`config.mk`:
```
export PLATFORM = sky130hd
export DESIGN_NAME = uart_baud_detect
export DESIGN_NICKNAME = d
export VERILOG_FILES = /design/src/rtl/abd_pkg.sv /design/src/rtl/abd_edge_sync.sv /design/src/rtl/abd_cycle_counter.sv /design/src/rtl/abd_divisor_calc.sv /design/src/rtl/uart_baud_detect.sv
export SDC_FILE = /design/constraint.sdc
export NUM_CORES = 1
export LEC_CHECK = 0
export BUFFER_PORTS_ARGS = -buffer_cell sky130_fd_sc_hd__buf_2
export CORE_ASPECT_RATIO = 0.8
export CORE_MARGIN = 4
export CORE_UTILIZATION = 46
export DETAILED_ROUTE_END_ITERATION = 10
export GPL_ROUTABILITY_DRIVEN = 1
export PLACE_DENSITY = 0.64
export RECOVER_POWER = 100
export SLEW_MARGIN = 25
export SYNTH_ARGS = -nofsm -noshare
export SYNTH_HDL_FRONTEND = slang
export SYNTH_HIERARCHICAL = 1
export SYNTH_SLANG_ARGS = --single-unit
```
`constraint.sdc`:
```
create_clock -name clk_i -period 2.85 [get_ports clk_i]
set_clock_uncertainty 0.05 [all_clocks]
set_input_delay 0 -clock clk_i [delete_from_list [all_inputs] [get_ports clk_i]]
set_output_delay 0 -clock clk_i [all_outputs]
set_load 0.02 [all_outputs]
```
`src/rtl/abd_pkg.sv`:
```
package abd_pkg;
  typedef enum logic [1:0] {
    ST_IDLE    = 2'd0,
    ST_ARMED   = 2'd1,
    ST_MEASURE = 2'd2
  } abd_state_e;

  typedef enum logic {
    MODE_START_ONLY = 1'b0,
    MODE_TWO_BITS   = 1'b1
  } abd_mode_e;
endpackage

```
`src/rtl/abd_edge_sync.sv`:
```
module abd_edge_sync #(
  parameter int STAGES = 2
) (
  input  logic clk_i,
  input  logic rst_ni,
  input  logic rx_i,
  output logic rise_o,
  output logic fall_o
);
  logic [STAGES-1:0] sync_q;
  logic              prev_q;

  genvar g;
  generate
    for (g = 0; g < STAGES; g++) begin : g_stage
      if (g == 0) begin : g_first
        always_ff @(posedge clk_i or negedge rst_ni) begin
          if (!rst_ni) sync_q[0] <= 1'b1;
          else         sync_q[0] <= rx_i;
        end
      end else begin : g_rest
        always_ff @(posedge clk_i or negedge rst_ni) begin
          if (!rst_ni) sync_q[g] <= 1'b1;
          else         sync_q[g] <= sync_q[g-1];
        end
      end
    end
  endgenerate

  always_ff @(posedge clk_i or negedge rst_ni) begin
    if (!rst_ni) prev_q <= 1'b1;
    else         prev_q <= sync_q[STAGES-1];
  end

  assign rise_o = sync_q[STAGES-1] & ~prev_q;
  assign fall_o = ~sync_q[STAGES-1] & prev_q;
endmodule

```
`src/rtl/abd_cycle_counter.sv`:
```
module abd_cycle_counter #(
  parameter int W = 12
) (
  input  logic         clk_i,
  input  logic         rst_ni,
  input  logic         load_i,
  input  logic         inc_i,
  output logic [W-1:0] count_o,
  output logic         at_max_o
);
  localparam logic [W-1:0] CntMax = {W{1'b1}};
  localparam logic [W-1:0] CntOne = {{(W-1){1'b0}}, 1'b1};

  logic [W-1:0] cnt_q, cnt_d;
  logic         cnt_en;

  assign at_max_o = (cnt_q == CntMax);
  assign cnt_en   = load_i | (inc_i & ~at_max_o);

  always_comb begin
    cnt_d = cnt_q;
    if (load_i)     cnt_d = CntOne;
    else if (inc_i) cnt_d = cnt_q + CntOne;
  end

  always_ff @(posedge clk_i or negedge rst_ni) begin
    if (!rst_ni)     cnt_q <= '0;
    else if (cnt_en) cnt_q <= cnt_d;
  end

  assign count_o = cnt_q;
endmodule

```
`src/rtl/abd_divisor_calc.sv`:
```
module abd_divisor_calc #(
  parameter int W = 12
) (
  input  logic [W-1:0] count_i,
  input  logic         two_bits_i,
  output logic [W-1:0] divisor_o
);
  logic [W-1:0] half_rounded;

  assign half_rounded = {1'b0, count_i[W-1:1]} + {{(W-1){1'b0}}, count_i[0]};
  assign divisor_o    = two_bits_i ? half_rounded : count_i;
endmodule

```
`src/rtl/uart_baud_detect.sv`:
```
module uart_baud_detect
  import abd_pkg::*;
#(
  parameter int CNT_W       = 12,
  parameter int MIN_CNT     = 16,
  parameter int SYNC_STAGES = 2
) (
  input  logic             clk_i,
  input  logic             rst_ni,
  input  logic             arm_i,
  input  logic             mode_i,
  input  logic             rx_i,
  output logic             busy_o,
  output logic             done_o,
  output logic             err_o,
  output logic [CNT_W-1:0] divisor_o
);
  localparam logic [CNT_W-1:0] MinCount = CNT_W'(MIN_CNT);

  abd_state_e       state_q, state_d;
  abd_mode_e        mode_q, mode_d;
  logic             done_q, done_d;
  logic             err_q, err_d;
  logic [CNT_W-1:0] div_q, div_d;
  logic             div_en;

  logic             line_rise, line_fall, close_edge;
  logic             cnt_load, cnt_inc, cnt_at_max;
  logic [CNT_W-1:0] cnt_val, div_calc;

  abd_edge_sync #(.STAGES(SYNC_STAGES)) u_sync (
    .clk_i  (clk_i),
    .rst_ni (rst_ni),
    .rx_i   (rx_i),
    .rise_o (line_rise),
    .fall_o (line_fall)
  );

  abd_cycle_counter #(.W(CNT_W)) u_cnt (
    .clk_i    (clk_i),
    .rst_ni   (rst_ni),
    .load_i   (cnt_load),
    .inc_i    (cnt_inc),
    .count_o  (cnt_val),
    .at_max_o (cnt_at_max)
  );

  abd_divisor_calc #(.W(CNT_W)) u_calc (
    .count_i    (cnt_val),
    .two_bits_i (mode_q == MODE_TWO_BITS),
    .divisor_o  (div_calc)
  );

  assign close_edge = (mode_q == MODE_TWO_BITS) ? line_fall : line_rise;

  always_comb begin
    state_d  = state_q;
    mode_d   = mode_q;
    done_d   = 1'b0;
    err_d    = 1'b0;
    div_d    = div_q;
    div_en   = 1'b0;
    cnt_load = 1'b0;
    cnt_inc  = 1'b0;
    unique case (state_q)
      ST_IDLE: begin
        if (arm_i) begin
          state_d = ST_ARMED;
          mode_d  = abd_mode_e'(mode_i);
        end
      end
      ST_ARMED: begin
        if (line_fall) begin
          state_d  = ST_MEASURE;
          cnt_load = 1'b1;
        end
      end
      ST_MEASURE: begin
        if (cnt_at_max) begin
          state_d = ST_IDLE;
          err_d   = 1'b1;
        end else if (close_edge) begin
          state_d = ST_IDLE;
          if (cnt_val < MinCount) begin
            err_d = 1'b1;
          end else begin
            done_d = 1'b1;
            div_d  = div_calc;
            div_en = 1'b1;
          end
        end else begin
          cnt_inc = 1'b1;
        end
      end
      default: state_d = ST_IDLE;
    endcase
  end

  always_ff @(posedge clk_i or negedge rst_ni) begin
    if (!rst_ni) begin
      state_q <= ST_IDLE;
      mode_q  <= MODE_START_ONLY;
      done_q  <= 1'b0;
      err_q   <= 1'b0;
    end else begin
      state_q <= state_d;
      mode_q  <= mode_d;
      done_q  <= done_d;
      err_q   <= err_d;
    end
  end

  always_ff @(posedge clk_i or negedge rst_ni) begin
    if (!rst_ni)     div_q <= '0;
    else if (div_en) div_q <= div_d;
  end

  assign busy_o    = (state_q != ST_IDLE);
  assign done_o    = done_q;
  assign err_o     = err_q;
  assign divisor_o = div_q;
endmodule

```
### After elaboration in Yosys (flattened, before gate mapping)

Cells that the tools add are included.

* flip-flop bits (word level): 32
* bits in latches: 0
* bits in writable memories: 0
* memory bits (read-only): 0
* bits of input ports: 5
* output and inout bits: 15
* word-level logic and storage cells: 55
* memories kept: 0

* $add $sub $neg: 2
* multipliers: 0
* divide/modulo/power cells: 0
* order comparisons: 1
* equality and inequality tests: 6
* shift-type cells: 0
* multiplexer cells: 22
* bitwise gates (word level): 8
* reductions and logical operators: 7

Operator list (number)
* 12-bit 2-to-1 mux: 3
* 1-bit 2-to-1 mux: 14
* 11-bit by 1-bit adder with 12-bit output: 1
* 12-bit by 1-bit adder with 12-bit output, second input constant: 1
* 12-bit == test, second input constant: 1
* 12-bit by 5-bit less-than comparator with 1-bit output, second input constant: 1
* 2-bit 2-to-1 mux: 4
* 2-bit one-hot mux with 3 select lines: 1
* 5-bit AND reduction: 1
* 2-bit != test, second input constant: 2
* 1-bit inverter: 4
* 2-bit AND reduction: 2
* 2-bit nonzero test: 2
* 1-bit bitwise AND: 3
* 3-bit by 2-bit != test with 1-bit output, second input constant: 1
* 3-bit AND reduction: 1
* 2-bit by 1-bit == test with 1-bit output, second input constant: 1
* 2-bit == test, second input constant: 1
* 2-bit zero test: 1
* 1-bit bitwise OR: 1

### Longest topological paths before layout

* word-level depth: 9
* mapped depth: 11
* depth with buffers taken out: 10

### Modules after synthesis

Netlist, hierarchy kept.

By module, submodules not included
* uart_baud_detect: instances 1, cells each 49, area an instance 763.2 um^2, seq. area each 425.4 um^2
* abd_cycle_counter: instances 1, cells each 72, area an instance 688.2 um^2, seq. area each 300.3 um^2
* abd_divisor_calc: instances 1, cells each 54, area an instance 352.8 um^2, seq. area each 0.0 um^2
* abd_edge_sync: instances 1, cells each 5, area an instance 93.8 um^2, seq. area each 78.8 um^2

### Worst setup path before layout

No wires, ideal clock.

* path type: register to register
* start: reg u_cnt.cnt_q[3] (netlist: u_cnt/count_o[3])
* end: reg u_cnt.cnt_q[8] (netlist: u_cnt/count_o[8])
* library setup time: 78 ps
* data arrival time: 2689 ps
* data required time: 2722 ps
* slack: 33 ps
* cell stages (with the launch flop): 12
* buffers on the path: 2
* period minus slack after synthesis: 2817 ps
* cell sequence: dfrtp_1 -> and4_1 -> buf_6 -> nand4_1 -> inv_1 -> or3b_4 -> nor2_1 -> and3_1 -> buf_2 -> nand2_1 -> or3_1 -> a21oi_1

* cells in the longest elaborated chain, start to end: 6
* elaborated cells on any way between the ends: 11
* those cells by class: add/sub (1); eq/ne (1); mux (4); bitwise (3); reduce/logical (2)

Ends and longest elaborated chain
* start, declared: RTL line abd_cycle_counter.sv:14 `logic [W-1:0] cnt_q, cnt_d;`
* start signal, assigned: RTL line abd_cycle_counter.sv:28 `else if (cnt_en) cnt_q <= cnt_d;`
* 12-bit == test *: RTL line abd_cycle_counter.sv:17 `assign at_max_o = (cnt_q == CntMax);`
* net cnt_at_max: RTL line uart_baud_detect.sv:28 `logic cnt_load, cnt_inc, cnt_at_max;`
* 1-bit 2-to-1 mux *: RTL line uart_baud_detect.sv:79 `if (cnt_at_max) begin`
* 1-bit 2-to-1 mux *: RTL line uart_baud_detect.sv:65 `unique case (state_q)`
* net cnt_inc: RTL line uart_baud_detect.sv:28
* 1-bit bitwise AND: RTL line abd_cycle_counter.sv:18 `assign cnt_en = load_i | (inc_i & ~at_max_o);`
* 1-bit bitwise OR: RTL line abd_cycle_counter.sv:18
* 2-bit AND reduction (no line) *

The timed path passes the listed nets; every way through them passes the cells marked *. The select of a mux whose other input is x is not followed.
A chain may end at the register's enable or synchronous reset.

### Worst setup path after layout

* start: reg u_cnt.cnt_q[0] (netlist: u_cnt/count_o[0])
* end: reg u_cnt.cnt_q[8] (netlist: u_cnt/count_o[8])

The elaborated chain is that of the path after synthesis.

==> implementation parameters <==
Parameter                              Value

CTS
  Clock tree from TritonCTS ... yes
  Bufs on Longest Clock Path ... 2
  Clock input transition at the sequential cells of the worst setup and hold paths ... 0.07 ns
  CTS H-tree depth ... 2
  Skew-Pair Late Insertion Delay ... 0.28 ns
  Sinks on Clock Net ... 32
  Number of buffers created by CTS ... 5
  PostCTS Resize Cnt ... 0
  Hold buffer count at cts ... 5
  Setup repair bufs after CTS ... 0
  Library cell used as clock root buffer ... sky130_fd_sc_hd__clkbuf_8

STA
  Setup TNS ... 0 ns
  Fraction of the cycle the final worst path needs ... 91.7%
  Slew Viols, Final ... 33
  Worst-case headroom to the max-slew limit ... -15.3%
  Worst-Margin Slew ... 1.73 ns
  Tightest hold margin ... 0.313 ns
  RSZ-0062 raised after global routing ... false
  Final count of hold timing violations ... 0
  Final setup violation count ... 0
  Minimum period implied by the final worst setup slack ... 2.61 ns
  Achievable Freq ... 383 MHz

Die
  Horizontal extent of the die ... 79.8 um
  Core footprint ... 3880 um2
  Die span in y ... 65.5 um
  Standard-cell row count ... 20
  Area enclosed by the die boundary ... 5220 um2
  Starting density of the core ... 48.9%
  Ports ... 20

Critical path
  Maximum fanout count along the critical path ... 7
  CP Launch Type ... register
  Worst Setup End Kind ... register
  Crit path buffers/inverters ... 1
  Critical Path Max Stage Delay ... 0.44 ns
  Setup slack on the worst flop-to-flop path ... 0.24 ns
  Cell-by-cell listing of the critical path ... ha_1 > and2_1 > nand4_1 > inv_1 > or3b_4 > nor2_1 > and3_1 > nand2_1 > or3_1 > a21oi_1
  Type of the worst setup path ... register to register
  Critical Path Slowest Stage Cell ... sky130_fd_sc_hd__dfrtp_1
  Delay-heaviest family, CP ... simple AND/OR/NAND/NOR gates
  Arrival time at the worst endpoint ... 2.77 ns
  Required @ worst endpoint ... 3.01 ns

Logic synthesis
  FFs w/ async S/R, synth ... 100%
  Number of distinct library cell variants in the gate-level netlist after synthesis ... 52
  Total of warnings raised by yosys ... 6
  Leading cell types by total area after synthesis ... sky130_fd_sc_hd__dfrtp_1 38%, sky130_fd_sc_hd__mux2_4 7.1%, sky130_fd_sc_hd__dfstp_2 4.2%, sky130_fd_sc_hd__mux2_2 4.2%, sky130_fd_sc_hd__a21oi_1 3.7%
  Seq/Total Area, Yosys ... 42.4%
  Number of synthesized flops with an enable pin ... 0
  Top cell type's share of synthesized area ... 38.2%
  Flip-flop cell with the highest count after synthesis ... sky130_fd_sc_hd__dfrtp_1
  Syn avg cell area ... 10.5 um2
  Flops & latches, synth ... 32
  Leading cell type by number of instances after synthesis ... sky130_fd_sc_hd__dfrtp_1
  Post-synthesis instance total ... 180
  Dominant cell type by area after synthesis ... sky130_fd_sc_hd__dfrtp_1
  Most instantiated cells after synthesis ... 29 x sky130_fd_sc_hd__dfrtp_1, 14 x sky130_fd_sc_hd__a21oi_1, 11 x sky130_fd_sc_hd__nand2_1, 10 x sky130_fd_sc_hd__inv_1, 9 x sky130_fd_sc_hd__mux2_4
  Netlist area before placement ... 1900 um2
  Net count of the mapped netlist ... 188

Detailed routing
  Total number of vias ... 1,568
  Average wire per standard cell ... 14.8 um
  Via density ... 5.72
  Remaining design rule violation count ... 0
  Final WL ... 4.06 mm
  First-pass detailed-route iteration total ... 4
  Antenna viol nets, final ... 0
  DR iter-0 viols ... 93

GRT
  Overall global routing resource usage ... 17.1%
  Wire length of the first global-routing pass ... 6.91 mm
  Maximum number of pins on one net before global-route repair ... 33
  Via count of the first global-routing pass ... 1,439
  Aggregate global routing overflow ... 0
  Number of antenna violations at the first check in global routing ... 0

Place
  Post-Place Cell Area ... 2120 um2
  Count of input and output buffers ... 19
  Gp weighted congestion ... 0.798
  Post-DP HPWL ... 2.83 mm

Final layout
  Number of nets in the layout ... 226
  Share of post-route cells with drive strength above 1 ... 21.5%
  Area growth, synth to finish ... 15.3%
  Cell area after layout ... 2190 um2
  Diodes inserted ... 0

Job
  Count of max-cap constraint violations ... 1

Hold path
  Kind of path behind the tightest hold check ... register to register

Status
  Failing checks ... max-capacitance violations, max-slew violations
  Run status ... finished, violations left

Pwr
  Max rail drop VDD ... 0.329 mV
  Leakage power of the design ... 0.926 nW
  Power density over the cells ... 555 nW/um2
[layer usage]
layer,wire length (um),track usage [%]
met1,2000,23.0
met5,0,0
met3,138,4.11
met4,65,6.54
met2,1860,26.7
[placed cells by master, fill, tap and decap left out, types with 4 or more instances in the layout]
| cell | n |
|---|---|
| sky130_fd_sc_hd__dlygate4sd3_1 | 5 |
| sky130_fd_sc_hd__a211oi_1 | 4 |
| sky130_fd_sc_hd__clkbuf_8 | 6 |
| sky130_fd_sc_hd__clkbuf_1 | 16 |
| sky130_fd_sc_hd__mux2_2 | 7 |
| sky130_fd_sc_hd__nor2_1 | 8 |
| sky130_fd_sc_hd__buf_4 | 13 |
| sky130_fd_sc_hd__nand2_1 | 11 |
| sky130_fd_sc_hd__mux2_1 | 9 |
| sky130_fd_sc_hd__dfrtp_1 | 29 |
| sky130_fd_sc_hd__nand3_1 | 7 |
| sky130_fd_sc_hd__nor3_1 | 5 |
| sky130_fd_sc_hd__inv_1 | 10 |
| sky130_fd_sc_hd__a21oi_1 | 14 |
| sky130_fd_sc_hd__nand4_1 | 5 |
[per-stage QoR]
step	setup slack, ns	power, W	cells	util [%]
after CTS	0.234	0.00123	274	58.2
after floorplan	0.0328	0.000756	180	-
after global routing	0.0440	0.00130	274	56.4
final	0.237	0.00122	274	56.4
after detailed placement	0.251	0.000852	261	54.5
after global placement	0.369	0.000838	261	54.5
[registers in the layout, summed over array words and instances, names as in the netlist]
signal and flops:
done_o 1, err_o 1, divisor_o 12, state_q 2, mode_q 1, u_cnt/count_o 12, u_sync/prev_q 1, u_sync/sync_q 2
[cells by family (layout without fill, tap and decap cells)]
family / after synthesis / count (layout) / synth area share [%]
adder cells (fa/ha/maj): 3 / 3 / 1.98
AO/OA/AOI/OAI: 42 / 42 / 15.9
AND/OR/NAND/NOR: 65 / 65 / 21.3
XOR/XNOR: 2 / 2 / 0.923
multiplexers: 19 / 19 / 12.9
flip-flops: 32 / 32 / 42.4
buffers and inverters: 17 / 56 / 4.68
[final timing paths]
| kind | startpoint | to | cells past startpoint |
|---|---|---|---|
| max in group asynchronous | rst_ni | u_cnt/count_o[5] | 2 |
| min | u_sync/sync_q[0] | u_sync/sync_q[1] | 0 |
| max reg2reg | u_cnt/count_o[0] | u_cnt/count_o[8] | 10 |
| min reg2reg | u_sync/sync_q[0] | u_sync/sync_q[1] | 0 |
| max | u_cnt/count_o[0] | u_cnt/count_o[8] | 10 |
| min in group asynchronous | rst_ni | u_cnt/count_o[11] | 2 |
[power breakdown]
group | total, W | internal (W) | switching (W)
logic | 0.000327 | 0.000149 | 0.000178
registers | 0.000528 | 0.000490 | 0.0000376
clock network | 0.000361 | 0.000193 | 0.000168
total | 0.00122 | 0.000832 | 0.000384
[layout make-up]
type,instances,area (um2)
Tap cell,55,68.8
Clock buffer,6,82.6
Fill cell,367,1690
Clock inverter,2,10.0
Timing Repair Buffer,38,228
Sequential cell,32,805
Inverter,10,37.5
Multi-Input combinational cell,131,957
Note: power is estimated with default switching activity, not from simulation.
